**config.mk**
```make
export PLATFORM = sky130hd
export DESIGN_NAME = xlat_guard
export DESIGN_NICKNAME = d
export VERILOG_FILES = /design/src/rtl/xg_pkg.sv /design/src/rtl/xg_addr.sv /design/src/rtl/xg_classify.sv /design/src/rtl/xg_sat_ctr.sv /design/src/rtl/xlat_guard.sv
export SDC_FILE = /design/constraint.sdc
export NUM_CORES = 1
export LEC_CHECK = 0
export BUFFER_PORTS_ARGS = -buffer_cell sky130_fd_sc_hd__clkbuf_2
export CAP_MARGIN = 10
export CELL_PAD_IN_SITES_DETAIL_PLACEMENT = 0
export CELL_PAD_IN_SITES_GLOBAL_PLACEMENT = 1
export CORE_MARGIN = 2
export CORE_UTILIZATION = 33
export CTS_CLUSTER_SIZE = 24
export DETAILED_ROUTE_END_ITERATION = 10
export GPL_TIMING_DRIVEN = 0
export PLACE_DENSITY_LB_ADDON = 0.1
export RECOVER_POWER = 25
export SLEW_MARGIN = 15
export SYNTH_ARGS = -nofsm -noshare
export SYNTH_HDL_FRONTEND = slang
export SYNTH_SLANG_ARGS = --single-unit
```
**constraint.sdc**
```tcl
create_clock -name clk -period 2.5 [get_ports clk]
set_input_delay 0.125 -clock clk [delete_from_list [all_inputs] [get_ports clk]]
set_output_delay 0.125 -clock clk [all_outputs]
set_load 0.02 [all_outputs]
```
**src/rtl/xg_pkg.sv**
```systemverilog
package xg_pkg;

  typedef enum logic [1:0] {
    FK_NONE = 2'd0,
    FK_MISS = 2'd1,
    FK_ACV  = 2'd2,
    FK_FOA  = 2'd3
  } fault_kind_e;

  localparam int ST_W   = 4;
  localparam int ST_WR  = 0;
  localparam int ST_ACV = 1;
  localparam int ST_FOR = 2;
  localparam int ST_FOW = 3;

  localparam int N_EVT  = 4;
  localparam int EV_RD_MISS = 0;
  localparam int EV_WR_MISS = 1;
  localparam int EV_RD_VIOL = 2;
  localparam int EV_WR_VIOL = 3;

  // low bits of the in-page offset cleared for instruction fetches
  function automatic logic [1:0] fetch_lsb_mask(input logic is_fetch);
    return is_fetch ? 2'b00 : 2'b11;
  endfunction

  function automatic logic is_protect_kind(input fault_kind_e k);
    return (k == FK_ACV) || (k == FK_FOA);
  endfunction

endpackage

```
**src/rtl/xg_addr.sv**
```systemverilog
module xg_addr #(
  parameter int VA_W       = 32,
  parameter int PPN_W      = 27,
  parameter int PAGE_SHIFT = 13,
  localparam int PA_W      = PPN_W + PAGE_SHIFT
) (
  input  logic [VA_W-1:0]  virt_addr,
  input  logic [PPN_W-1:0] ppn,
  input  logic             is_fetch,
  output logic [PA_W-1:0]  phys_addr
);
  import xg_pkg::*;

  logic [PAGE_SHIFT-1:0] offs;

  always_comb begin
    offs      = virt_addr[PAGE_SHIFT-1:0];
    offs[1:0] = offs[1:0] & fetch_lsb_mask(is_fetch);
    phys_addr = {ppn, offs};
  end

endmodule

```
**src/rtl/xg_classify.sv**
```systemverilog
module xg_classify #(
  parameter int MODE_W = 2,
  localparam int NMODE = 1 << MODE_W
) (
  input  logic                  hit,
  input  logic                  is_fetch,
  input  logic                  is_write,
  input  logic [MODE_W-1:0]     mode,
  input  logic [NMODE-1:0]      rd_mask,
  input  logic [NMODE-1:0]      wr_mask,
  input  logic                  f_on_rd,
  input  logic                  f_on_wr,
  output xg_pkg::fault_kind_e   kind,
  output logic [xg_pkg::ST_W-1:0] stat
);
  import xg_pkg::*;

  logic rd_ok, wr_ok;

  always_comb begin
    rd_ok = rd_mask[mode];
    wr_ok = wr_mask[mode];
    kind  = FK_NONE;
    stat  = '0;
    if (!hit) begin
      kind         = FK_MISS;
      stat[ST_WR]  = !is_fetch && is_write;
    end else if (is_fetch) begin
      if (!rd_ok) kind = FK_ACV;
    end else if (is_write) begin
      if (!wr_ok) begin
        kind         = FK_ACV;
        stat[ST_WR]  = 1'b1;
        stat[ST_ACV] = 1'b1;
        stat[ST_FOW] = f_on_wr;
      end else if (f_on_wr) begin
        kind         = FK_FOA;
        stat[ST_WR]  = 1'b1;
        stat[ST_FOW] = 1'b1;
      end
    end else begin
      if (!rd_ok) begin
        kind         = FK_ACV;
        stat[ST_ACV] = 1'b1;
        stat[ST_FOR] = f_on_rd;
      end else if (f_on_rd) begin
        kind         = FK_FOA;
        stat[ST_FOR] = 1'b1;
      end
    end
  end

endmodule

```
**src/rtl/xg_sat_ctr.sv**
```systemverilog
module xg_sat_ctr #(
  parameter int CNT_W = 16
) (
  input  logic             clk,
  input  logic             rst_n,
  input  logic             inc,
  output logic [CNT_W-1:0] count
);
  localparam logic [CNT_W-1:0] TOP = '1;

  always_ff @(posedge clk or negedge rst_n) begin
    if (!rst_n)
      count <= '0;
    else if (inc && count != TOP)
      count <= count + 1'b1;
  end

endmodule

```
**src/rtl/xlat_guard.sv**
```systemverilog
module xlat_guard #(
  parameter int VA_W       = 32,
  parameter int PPN_W      = 27,
  parameter int PAGE_SHIFT = 13,
  parameter int MODE_W     = 2,
  parameter int CNT_W      = 16,
  localparam int PA_W      = PPN_W + PAGE_SHIFT,
  localparam int NMODE     = 1 << MODE_W
) (
  input  logic              clk,
  input  logic              rst_n,
  input  logic              req_valid,
  input  logic              req_is_fetch,
  input  logic              req_is_write,
  input  logic [MODE_W-1:0] priv_mode,
  input  logic [VA_W-1:0]   virt_addr,
  input  logic              lk_hit,
  input  logic [PPN_W-1:0]  ent_ppn,
  input  logic [NMODE-1:0]  ent_rd_mask,
  input  logic [NMODE-1:0]  ent_wr_mask,
  input  logic              ent_for,
  input  logic              ent_fow,
  output logic [PA_W-1:0]   phys_addr,
  output logic              flt_valid,
  output logic [1:0]        flt_kind,
  output logic [3:0]        flt_status,
  output logic [CNT_W-1:0]  cnt_rd_miss,
  output logic [CNT_W-1:0]  cnt_wr_miss,
  output logic [CNT_W-1:0]  cnt_rd_viol,
  output logic [CNT_W-1:0]  cnt_wr_viol
);
  import xg_pkg::*;

  fault_kind_e          raw_kind;
  logic [ST_W-1:0]      raw_stat;
  logic                 is_data_rd, is_data_wr;
  logic [N_EVT-1:0]     ev_hit;
  logic [CNT_W-1:0]     cnt [N_EVT];

  xg_addr #(.VA_W(VA_W), .PPN_W(PPN_W), .PAGE_SHIFT(PAGE_SHIFT)) u_addr (
    .virt_addr (virt_addr),
    .ppn       (ent_ppn),
    .is_fetch  (req_is_fetch),
    .phys_addr (phys_addr)
  );

  xg_classify #(.MODE_W(MODE_W)) u_cls (
    .hit      (lk_hit),
    .is_fetch (req_is_fetch),
    .is_write (req_is_write),
    .mode     (priv_mode),
    .rd_mask  (ent_rd_mask),
    .wr_mask  (ent_wr_mask),
    .f_on_rd  (ent_for),
    .f_on_wr  (ent_fow),
    .kind     (raw_kind),
    .stat     (raw_stat)
  );

  assign flt_valid  = req_valid && (raw_kind != FK_NONE);
  assign flt_kind   = req_valid ? raw_kind : FK_NONE;
  assign flt_status = req_valid ? raw_stat : '0;

  assign is_data_rd = req_valid && !req_is_fetch && !req_is_write;
  assign is_data_wr = req_valid && !req_is_fetch &&  req_is_write;

  assign ev_hit[EV_RD_MISS] = is_data_rd && (raw_kind == FK_MISS);
  assign ev_hit[EV_WR_MISS] = is_data_wr && (raw_kind == FK_MISS);
  assign ev_hit[EV_RD_VIOL] = is_data_rd && is_protect_kind(raw_kind);
  assign ev_hit[EV_WR_VIOL] = is_data_wr && is_protect_kind(raw_kind);

  for (genvar g = 0; g < N_EVT; g++) begin : g_ctr
    xg_sat_ctr #(.CNT_W(CNT_W)) u_ctr (
      .clk   (clk),
      .rst_n (rst_n),
      .inc   (ev_hit[g]),
      .count (cnt[g])
    );
  end

  assign cnt_rd_miss = cnt[EV_RD_MISS];
  assign cnt_wr_miss = cnt[EV_WR_MISS];
  assign cnt_rd_viol = cnt[EV_RD_VIOL];
  assign cnt_wr_viol = cnt[EV_WR_VIOL];

endmodule

```
* Word level (Yosys, flattened, before mapping)
Index checks and enable logic that the tools add are counted.
Operators by class: add/sub/neg operators 4, $lt $le $gt $ge 1, eq/ne operators 7, muxes and demuxes 29, bitwise operators 1, reductions and logical operators 17
Operator list (count):
- adder 16 x 1 -> 16 bit (second input constant) | 4
- != test 16 bit (second input constant) | 4
- two-way mux 2 bit | 10
- two-way mux 1 bit | 14
- logical AND 1 bit | 13
- two-way mux 4 bit | 2
- binary-select mux 1 bit (select 2 bit) | 2
- == test 2 bit (second input constant) | 2
- < comparator 2 x 3 -> 1 bit (second input constant) | 1
- two-way mux 3 bit | 1
- bitwise AND 2 bit | 1
- == test 2 x 1 -> 1 bit (second input constant) | 1
- logical NOT 1 bit | 2
- nonzero test 2 bit | 1
- logical OR 1 bit | 1
Storage, ports and cells: bits in registers 64, output and inout bits 111

* Depth between registers and ports, before layout
Gate-level depths: netlist (run 1).
depth in word-level cells 10, gate-level depth with buffers 6, gate-level depth less buffers 6

* Cells and area by module
From an unflattened synthesis (run 1), not the netlist that was laid out.
Unflattened totals: cell total of the unflattened synthesis 365, area, all modules 4027.6 µm²
By module, submodules not included:
- xg_sat_ctr | times used 4, cells each 72, area an instance 859.6 µm², seq. area each 400.4 µm²
- xg_addr | times used 1, cells each 40, area an instance 297.8 µm², seq. area each 0.0 µm²
- xg_classify | times used 1, cells each 24, area an instance 202.7 µm², seq. area each 0.0 µm²
- xlat_guard | times used 1, cells each 13, area an instance 88.8 µm², seq. area each 0.0 µm²

* Least setup slack after synthesis (run 1)
OpenSTA, ideal clock, no wires.
kind register to register, start register g_ctr[3].u_ctr.count[0], end register g_ctr[3].u_ctr.count[1], library setup time 0.125 ns, arrival 1.951 ns, slack 0.424 ns, cell stages (with the launch flop) 6, path buffers 0, period minus slack after synthesis 2.076 ns, path through dfrtp_1 > ha_1 > nand4_1 > nor4_1 > nor3_4 > mux2_2
On the way: word-level cells in the longest chain between the ends 2
Ends and longest elaborated chain:
- start: declaration | line xg_sat_ctr.sv:7 | output logic [CNT_W-1:0] count
- start signal: assignment | line xg_sat_ctr.sv:15 | count <= count + 1'b1;
- parallel branches: the longest is 2 deep, another holds adder 16 x 1 -> 16 bit
Parallel ways; which one is timed is not known. A chain may end at the register's enable or synchronous reset.

* Worst setup path after layout (run 1)
Same ends and word-level chain as after synthesis.

==> results of run 1 <==
-- critical path: cells and delay by family, from the launching register on --
kind / cells / cell delay [ns]
flops: 1 / 0.43
fa+ha+maj: 1 / 0.30
mux: 1 / 0.31
simple gates: 3 / 1.01
-- logic make-up (layout without fill, tap and decap cells) --
kind of cell,count (synthesis),after routing,share of synthesized area [%]
AO/OA/AOI/OAI,13,13,2.53
XOR/XNOR,54,54,13.5
adder cells (fa/ha/maj),4,4,1.42
buffers and inverters,47,192,9.08
flip-flops,64,64,45.6
multiplexers,9,9,3.53
AND/OR/NAND/NOR,147,147,24.4
-- cell usage in the layout, fill, tap and decap left out, drive strengths merged --
cell type and instances:
nor2 19, dlygate4sd3 1, o21ai 1, mux4 2, buf 39, o21bai 1, nor3 14, xnor2 36
a22o 1, nor4b 2, nand4b 1, dfrtp 64, xor2 18, nand3 19, inv 7, nor2b 4
a21oi 5, nor3b 2, and3 3, a2111oi 1, or2 2, nor4 7, and4 7, or3 1
nand4 28, nand2b 2, a21boi 1, nand2 26, ha 4, or4 2, and2 6, a311oi 1
a32oi 1, mux2 7, clkbuf 145, o41ai 1, and4bb 2
-- metrics by stage --
| stage | std cells | hold WS [ns] |
|---|---|---|
| after floorplan | 338 | -0.171 |
| after global placement | 604 | 0.476 |
| after detailed placement | 605 | 0.130 |
| after CTS | 619 | 0.287 |
| after global routing | 619 | 0.296 |
| final | 619 | 0.303 |
-- final cells by class --
class / count / area [µm²] / share of cell area (%)
clock buffer: 13 / 179 / 3.98
inverter: 7 / 26.3 / 0.585
timing repair buffer: 132 / 632 / 14.1
sequential: 64 / 1600 / 35.6
multi-input combinational: 227 / 1590 / 35.4
buffer: 40 / 293 / 6.51
tap: 136 / 170 / 3.79
-- power by group through the flow --
stage | sequential (mW) | combinational [mW] | clock, mW
6_report | 1.30 | 0.658 | 0.834
5_1_grt | 1.32 | 0.732 | 0.916
4_1_cts | 1.30 | 0.680 | 0.866
3_5_place_dp | 1.32 | 0.676 | 0
3_3_place_gp | 1.31 | 0.663 | 0
2_1_floorplan | 1.41 | 0.305 | 0
-- metal layers --
layer / vias up / GRT usage [%] / routed length (µm)
met3: 11 / 4.56 / 597
met2: 108 / 22.4 / 3710
met5: - / 0 / 0
met4: 0 / 4.27 / 113
met1: 1375 / 19.3 / 3810
li1: 1445 / - / -
-- worst max-delay path by stage --
stage                               end  cells past startpoint
6_report        g_ctr[3].u_ctr.count[1]                      5
5_1_grt        g_ctr[3].u_ctr.count[15]                      6
4_1_cts        g_ctr[3].u_ctr.count[15]                      6
3_5_place_dp   g_ctr[3].u_ctr.count[15]                      6
3_3_place_gp    g_ctr[3].u_ctr.count[1]                      5
2_1_floorplan   g_ctr[3].u_ctr.count[1]                      5
==> impl_metrics.csv, run 1 <==
group,metric,value,unit
routing,dr.pass1.iters,4,
routing,routed_wl,8.23,mm
hold_path,holdPathEnd,"g_ctr[0].u_ctr.count[2]",
clock_tree,holdBufCountCts,1,
global_routing,grt_pass1_vias,2686,
power,p_per_area,620,nW/µm²
power,p_leak,2.13,nW
die,ios,188,
global_routing,grt_max_degree,34,
clock_tree,cts.sinks,64,
routing,drt_iter0_drc,76,
synthesis,syn_area_per_cell,10.4,µm²
synthesis,synth_cell_type_count,42,
setup_path,timing.rr.end,"g_ctr[3].u_ctr.count[1]",
finish,antenna_cells,0,
clock_tree,cts_buffers,9,
clock_tree,htreeDepth,3,
sta,period_needed,2.16,ns
finish,drive_above_1_share,33.7,%
finish,regMostFlops,"g_ctr.u_ctr.count",
power,p_seq_share,46.5,%
finish,areaGrowthSynthToFinish,27.9,%
clock_tree,insertion_delay,0.34,ns
routing,vias,2939,
synthesis,synthCells,338,
synthesis,yosys.area.top_type_share,45.6,%
sta,drv_slew,32,
finish,largest_reg_flops,64,
global_routing,grt_pass1_wl,13.0,mm
setup_path,cp_slowest_cell,"nor4_1",
routing,ant_nets,0,
setup_path,reg2reg_depth,5,
setup_path,reg2reg_slack,0.34,ns
setup_path,crit_arrival,2.38,ns
sta,setup_viol,0,
synthesis,synthTopCellsByCount,"dfrtp_1, buf_4, xnor2_1, nand4_1, nand2_1",
synthesis,yosysSeqAreaShare,45.6,%
setup_path,r2r_start,"g_ctr[3].u_ctr.count[0]",
power,power,2.79,mW
die,dieArea,11500,µm²
synthesis,synth_fp_nets,419,
sta,fin_skew,0.00902,ns
sta,layout_setup_ws,0.339,ns
synthesis,synth_most_common_cell,"dfrtp_1",
synthesis,synth_area_leaders,"dfrtp_1, xnor2_1, buf_4, nand4_1, xor2_1",
hold_path,worst_hold_path_type,"in2reg",
sta,worst_pin_slew,1.80,ns
finish,fin_util,43.5,%
global_routing,antenna_found_initial,0,
hold_path,hold_start,"lk_hit",
die,die_x,107,µm
flow_run,drv_cap,1,
power,comb_power_share,23.6,%
place,io_buffers,130,
global_routing,track_usage,14.4,%
die,num_rows,37,
setup_path,cp-end-kind,"flip-flop",
sta,tns,0,ns
synthesis,ys_warn_count,0,
power,p_switching,0.935,mW
setup_path,crit_path_cell_trace,"ha_1 -> nand4_1 -> nor4_1 -> nor3_4 -> mux2_2",
die,die_h,107,µm
clock_tree,clock-root-buffer,"clkbuf_8",
synthesis,synth_edf_count,0,
place,place_ws,0.317,ns
clock_tree,cts_max_path_buffers,2,
sta,rsz0062_at_grt,"no",
power,ir_drop,0.000339,V
sta,finalHoldViolCount,0,
finish,final_area,4490,µm²
setup_path,worstSetupStartpoint,"g_ctr[3].u_ctr.count[0]",
setup_path,critPathMaxStageDelay,0.74,ns
routing,drc,0,
global_routing,grt_overflow,0,
hold_path,holdPathStages,4,
power,intPower,1.85,mW
synthesis,synthesis.area,3510,µm²
place,hpwl,6.28,mm
power,sw_frac_of_total,33.6,%
setup_path,cp.required,2.72,ns
synthesis,synth_area_leader_cell,"dfrtp_1",
finish,finalNetCount,562,
die,core,10300,µm²
synthesis,async_flop_share,100,%
finish,fill_cells,1065,
synthesis,ys_ff_latch,64,
sta,relSlewSlack,-19.9,%
finish,reg_top3,"g_ctr.u_ctr.count (64)",
place,routabilityCongestion,0.742,
setup_path,critPathMaxFanout,7,
setup_path,worst_setup_path_start_kind,"flip-flop",
clock_tree,cts_tree,"built",
sta,timing.fmax,463,MHz
clock_tree,post-cts-setup-buffers,0,
synthesis,ys.flop_type,"dfrtp_1",
sta,finalCritPeriodShare,86.5,%
die,start_util,34.0,%
clock_tree,cts_resized,0,
power,pwr-share-clk,29.9,%
status,failed_checks,"max-capacitance violations, max-slew violations",
clock_tree,clk_pin_slew_worst_paths,0.06,ns
setup_path,critical_path_class,"reg2reg",
status,status,"finished, violations left",
routing,vias_per_cell,4.75,
routing,avgRoutedWirePerCell,13.3,µm
place,placed_cell_area,4360,µm²
Note: power is estimated with default switching activity, not from simulation.
==> inputs of run 2 (changes only) <==
CORE_UTILIZATION = 35   (was 33)
SYNTH_HIERARCHICAL = 1   (was not set)
==> run 2 against run 1 <==
  * The run now ends clean
  * Utilization is 2.0 points higher
  * Combinational power rose by 1%
  * Via count increased by 16%
  * Global-route usage up 2.1 points
  * Maximum frequency shrank 10%
  * Routed wire length increased by 22%
  * Design area increased by 15%
  * Critical path depth grew 5
  * Largest cell class is now multi-input combinational cells
==> impl_metrics.csv, run 2 <==
group,metric,value,unit
status,status,"complete, no violations",
sta,fin_skew,0.00691,ns
synthesis,synth_area_leaders,"dfrtp_1, buf_4, nand4_1, xnor2_1, nor4_4",
setup_path,worst_setup_path_start_kind,"input pin",
synthesis,yosysSeqAreaShare,39.8,%
sta,timing.fmax,417,MHz
power,p_seq_share,41.2,%
finish,finalNetCount,589,
finish,largest_reg_flops,64,
setup_path,timing.rr.end,"g_ctr[2].u_ctr/count[10]",
synthesis,synth_fp_nets,446,
sta,layout_setup_ws,0.0995,ns
synthesis,synthesis.area,4030,µm²
clock_tree,cts_tree,"built",
synthesis,synth-compound-area-share,12.9,%
synthesis,ys_ff_latch,64,
routing,drc,0,
global_routing,grt_pass1_wl,16.6,mm
finish,regMostFlops,"g_ctr.u_ctr/count",
global_routing,antenna_found_initial,0,
power,pwr-share-clk,38.0,%
synthesis,synthSimpleGateAreaFrac,29.7,%
setup_path,reg2reg_slack,0.79,ns
sta,drv_slew,0,
routing,vias,3397,
die,dieArea,12400,µm²
synthesis,async_flop_share,100,%
power,intPower,2.15,mW
setup_path,worstSetupStartpoint,"priv_mode[1]",
power,p_per_area,618,nW/µm²
clock_tree,cts_buffers,9,
finish,layout_commonest_cell,"clkbuf_2",
power,p_leak,2.45,nW
synthesis,synth_fa_ha_area_share,1.24,%
synthesis,ys.flop_type,"dfrtp_1",
place,io_buffers,130,
synthesis,ys_warn_count,6,
sta,worst_pin_slew,1.49,ns
setup_path,cp-end-kind,"flip-flop",
synthesis,synthTopCellsByCount,"dfrtp_1, buf_4, nand4_1, o21a_1",
setup_path,critical_path_class,"in2reg",
routing,avgRoutedWirePerCell,15.4,µm
die,die_x,111,µm
synthesis,synth_cell_type_count,46,
clock_tree,clk_pin_slew_worst_paths,0.05,ns
finish,reg_top3,"g_ctr.u_ctr/count (64)",
global_routing,grt_pass1_vias,3185,
finish,drive_above_1_share,39.2,%
flow_run,drv_cap,0,
synthesis,synthCells,365,
place,place_ws,-0.602,ns
routing,drt_iter0_drc,84,
sta,period_needed,2.40,ns
synthesis,synth_edf_count,0,
synthesis,yosys.area.top_type_share,39.8,%
power,sw_frac_of_total,32.7,%
finish,most-common-layout-cells,"clkbuf_2, dfrtp_1, clkbuf_1",
clock_tree,htreeDepth,3,
hold_path,worst_hold_path_type,"in2reg",
synthesis,syn_area_per_cell,11.0,µm²
routing,ant_nets,0,
finish,seqCellArea,1600,µm²
routing,dr.pass1.iters,4,
sta,rsz0062_at_grt,"yes",
finish,areaGrowthSynthToFinish,28.0,%
power,power,3.19,mW
synthesis,synth_xor_area_share,6.09,%
setup_path,critPathMaxFanout,5,
routing,routed_wl,10.1,mm
die,ios,188,
clock_tree,cts_max_path_buffers,2,
sta,finalCritPeriodShare,96.0,%
die,die_h,111,µm
synthesis,synth_most_common_cell,"dfrtp_1",
clock_tree,insertion_delay,0.33,ns
synthesis,synth_area_leader_cell,"dfrtp_1",
synthesis,muxShareOfSynthArea,3.04,%
die,num_rows,39,
global_routing,grt_overflow,0,
place,placed_cell_area,4880,µm²
place,hpwl,7.62,mm
power,ir_drop,0.000344,V
power,p_switching,1.04,mW
sta,relSlewSlack,0.910,%
routing,vias_per_cell,5.18,
setup_path,crit_arrival,2.62,ns
finish,final_area,5160,µm²
clock_tree,cts.sinks,64,
die,core,11300,µm²
setup_path,cp-endpoint,"g_ctr[3].u_ctr/count[5]",
synthesis,synth_top_family_by_area,"simple AND/OR/NAND/NOR gates",
global_routing,track_usage,16.5,%
clock_tree,clock-root-buffer,"clkbuf_16",
finish,antenna_cells,0,
sta,setup_viol,0,
die,start_util,35.6,%
finish,fill_cells,1134,
sta,whs,0.304,ns
place,routabilityCongestion,0.749,
setup_path,r2r_start,"g_ctr[2].u_ctr/count[0]",
sta,finalHoldViolCount,0,
setup_path,cp.required,2.72,ns
global_routing,grt_max_degree,40,
finish,multi_input_area,2160,µm²
setup_path,reg2reg_depth,5,
power,comb_power_share,20.9,%
[run 2: power by group through the flow]
stage | Combinational [mW] | Sequential [mW] | Clock, mW
after CTS | 0.683 | 1.32 | 1.24
final | 0.665 | 1.31 | 1.21
after floorplan | 0.309 | 1.41 | 0
after detailed placement | 0.681 | 1.33 | 0
after global placement | 0.664 | 1.33 | 0
after global routing | 0.731 | 1.34 | 1.28
[run 2: how the worst min path moves through the flow]
stage / slack [ns] / start / end / depth (start not counted)
global placement: 0.48 / ent_ppn[12] / phys_addr[25] / 2
global route: 0.36 / req_is_write / g_ctr[1].u_ctr/count[0] / 4
finish: 0.30 / req_is_write / g_ctr[0].u_ctr/count[0] / 4
floorplan: -0.17 / rst_n / g_ctr[0].u_ctr/count[0] / 0
CTS: 0.28 / rst_n / g_ctr[3].u_ctr/count[15] / 2
detailed placement: 0.1 / rst_n / g_ctr[3].u_ctr/count[9] / 1
[run 2: metal layers]
layer	share of wire, %	GRT usage [%]
met5	0	0
met4	1.6	6.67
met3	6.1	2.95
met2	45	24.9
met1	47	23.4
[run 2: critical path, stage by stage]
cell	delay [ns]
clkbuf_2	0.13
mux2_2	0.38
a22o_2	0.27
a2bb2oi_2	0.29
nand2_1	0.18
nor3b_2	0.43
and3_1	0.32
and4_2	0.28
o211ai_1	0.10
o21a_1	0.12
[run 2: cells by family after synthesis]
logic type / Yosys count
adders and majority gates: 4
buffers and inverters: 40
and+or+nand+nor: 151
DFF: 64
xor gates and xnor gates: 28
muxes: 10
AOI/OAI and AO/OA: 68
[run 2: cell type report]
| cell class | instances | area share, % |
|---|---|---|
| multi-input combinational | 261 | 42.0 |
| timing repair buffer | 132 | 12.3 |
| clock buffer | 14 | 5.31 |
| tap | 143 | 3.47 |
| inverter | 2 | 0.146 |
| buffer | 38 | 5.53 |
| sequential | 64 | 31.1 |
| clock inverter | 2 | 0.243 |
[run 2: repair_timing]
item,4_1_cts,5_1_grt
setup endpoints to repair,32,52
gates resized for setup,0,5
setup buffers,0,0
hold buffers,1,0
endpoints found under the hold margin,25,0
[run 2: metrics by stage]
stage / setup TNS, ns / std cells / util, %
2_1_floorplan: 0 / 365 / -
3_3_place_gp: -19.13 / 638 / 42.9
3_5_place_dp: -22.01 / 639 / 43.1
4_1_cts: -4.18 / 656 / 45.7
5_1_grt: -1.21 / 656 / 45.5
6_report: 0 / 656 / 45.5
==> inputs of run 3 (changes only) <==
ABC_CLOCK_PERIOD_IN_PS = 2500   (was not set)
PLACE_DENSITY = 0.83   (was not set)
PLACE_DENSITY_LB_ADDON = not set   (was 0.1)
==> run 3 against run 2 <==
  * Utilization shrank 0.18 points
  * First-iteration DRC count increased by 80%
  * Routed wire length is 2.3% lower
  * Critical path type unchanged
  * Largest cell class unchanged
  * Largest power group unchanged
==> impl_metrics.csv, run 3 (synthesis results as in run 2) <==
group,metric,value,unit
finish,antenna_cells,0,
global_routing,grt_pass1_wl,15.9,mm
power,p_leak,2.45,nW
status,status,"complete, no violations",
setup_path,cp-end-kind,"flip-flop",
finish,most-common-layout-cells,"clkbuf_2, dfrtp_1, clkbuf_1",
die,dieArea,12400,µm²
finish,regMostFlops,"g_ctr.u_ctr/count",
routing,ant_nets,0,
sta,finalHoldViolCount,0,
flow_run,drv_cap,0,
finish,largest_reg_flops,64,
clock_tree,clock-root-buffer,"clkbuf_16",
die,start_util,35.6,%
sta,setup_viol,0,
routing,routed_wl,9.85,mm
place,hpwl,7.48,mm
global_routing,antenna_found_initial,0,
setup_path,critical_path_class,"in2reg",
sta,rsz0062_at_grt,"yes",
clock_tree,htreeDepth,3,
sta,fin_skew,0.00452,ns
clock_tree,cts_buffers,9,
global_routing,grt_pass1_vias,3147,
clock_tree,cts_max_path_buffers,2,
finish,reg_top3,"g_ctr.u_ctr/count (64)",
routing,vias,3436,
finish,areaGrowthSynthToFinish,27.5,%
finish,drive_above_1_share,39.1,%
die,ios,188,
sta,timing.fmax,402,MHz
place,io_buffers,130,
place,place_ws,-0.664,ns
die,die_h,111,µm
die,core,11300,µm²
global_routing,grt_overflow,0,
hold_path,worst_hold_path_type,"in2reg",
sta,period_needed,2.49,ns
routing,drt_iter0_drc,151,
die,die_x,111,µm
finish,fin_util,45.4,%
routing,avgRoutedWirePerCell,15.1,µm
finish,finalNetCount,589,
clock_tree,cts.sinks,64,
setup_path,critPathMaxFanout,11,
routing,wl_met3,591,µm
finish,final_area,5140,µm²
routing,route.met2.wl,4.57,mm
setup_path,crit_arrival,2.70,ns
die,num_rows,39,
routing,met1_length,4.56,mm
place,placed_cell_area,4880,µm²
power,ir_drop,0.000315,V
sta,layout_setup_ws,0.00942,ns
global_routing,grt_max_degree,37,
clock_tree,clk_pin_slew_worst_paths,0.05,ns
setup_path,cp.required,2.70,ns
routing,vias_per_cell,5.25,
routing,drc,0,
finish,fill_cells,1126,
global_routing,track_usage,15.5,%
sta,finalCritPeriodShare,99.6,%
place,routabilityCongestion,0.828,
sta,drv_slew,0,
routing,top_layer,"met4",
setup_path,worst_setup_path_start_kind,"input pin",
clock_tree,insertion_delay,0.33,ns
sta,worst_pin_slew,0.951,ns
finish,layout_commonest_cell,"clkbuf_2",
power,p_per_area,613,nW/µm²
power,power,3.15,mW
routing,dr.pass1.iters,5,
clock_tree,cts_tree,"built",
sta,relSlewSlack,36.6,%
-- run 3: changes by cell type in the layout (fill, tap and decap cells not counted), sizes merged --
cell / before / now
clkinvlp: 1 / 0
clkinv: 1 / 0
-- run 3: routing by layer --
metal | global-route usage [%] | up-vias
met2 | 24.3 | 120
met4 | 5.27 | 0
met1 | 21.4 | 1645
met5 | 0 | -
met3 | 3.23 | 10
li1 | - | 1661
-- run 3: power by group --
part | total, mW | internal, mW | switching (mW)
clock network | 1.16 | 0.741 | 0.419
registers | 1.31 | 1.14 | 0.177
logic | 0.674 | 0.261 | 0.413
total | 3.15 | 2.14 | 1.01
-- run 3: final cells by class --
class / count / area (µm²) / area share [%]
Buffer: 38 / 285 / 5.55
Clock buffer: 14 / 274 / 5.33
Tap cell: 143 / 179 / 3.48
Multi-Input combinational cell: 261 / 2160 / 42.0
Inverter: 2 / 7.51 / 0.146
Timing Repair Buffer: 132 / 633 / 12.3
Sequential cell: 64 / 1600 / 31.2
-- run 3: critical path, stage by stage --
cell,delay (ns)
clkbuf_2,0.21
nor2b_1,0.30
a21boi_0,0.15
o32ai_1,0.27
nand2_2,0.18
nor4b_2,0.59
nand2_1,0.29
nor4_4,0.25
nand4_1,0.16
xnor2_1,0.16
-- run 3: worst paths after layout --
kind                                           from                  endpoint  slack, ns  cells after the start
max                                    req_is_fetch  g_ctr[1].u_ctr/count[14]      0.009                     10
min                                    req_is_write   g_ctr[0].u_ctr/count[0]       0.30                      4
max reg2reg                 g_ctr[1].u_ctr/count[0]  g_ctr[1].u_ctr/count[14]       0.78                      5
min reg2reg                g_ctr[3].u_ctr/count[15]  g_ctr[3].u_ctr/count[15]       0.53                      1
max in group asynchronous                     rst_n   g_ctr[3].u_ctr/count[3]       1.33                      3
min in group asynchronous                     rst_n  g_ctr[1].u_ctr/count[14]       0.49                      2
-- run 3: through the flow --
stage	instances	hold slack, ns	TNS [ns]
2_1_floorplan	365	-0.171	0
3_3_place_gp	638	0.476	-21.77
3_5_place_dp	639	0.163	-23.82
4_1_cts	654	0.303	0
5_1_grt	654	0.358	-2.34
6_report	654	0.298	0
-- run 3: timing repair --
item                                    4_1_cts  5_1_grt
buffers inserted                              0        0
resized for setup                             4        0
pin swaps                                     0        0
hold buffers                                  1        0
endpoints found under the setup margin       37       30
endpoints found under the hold margin        35        0
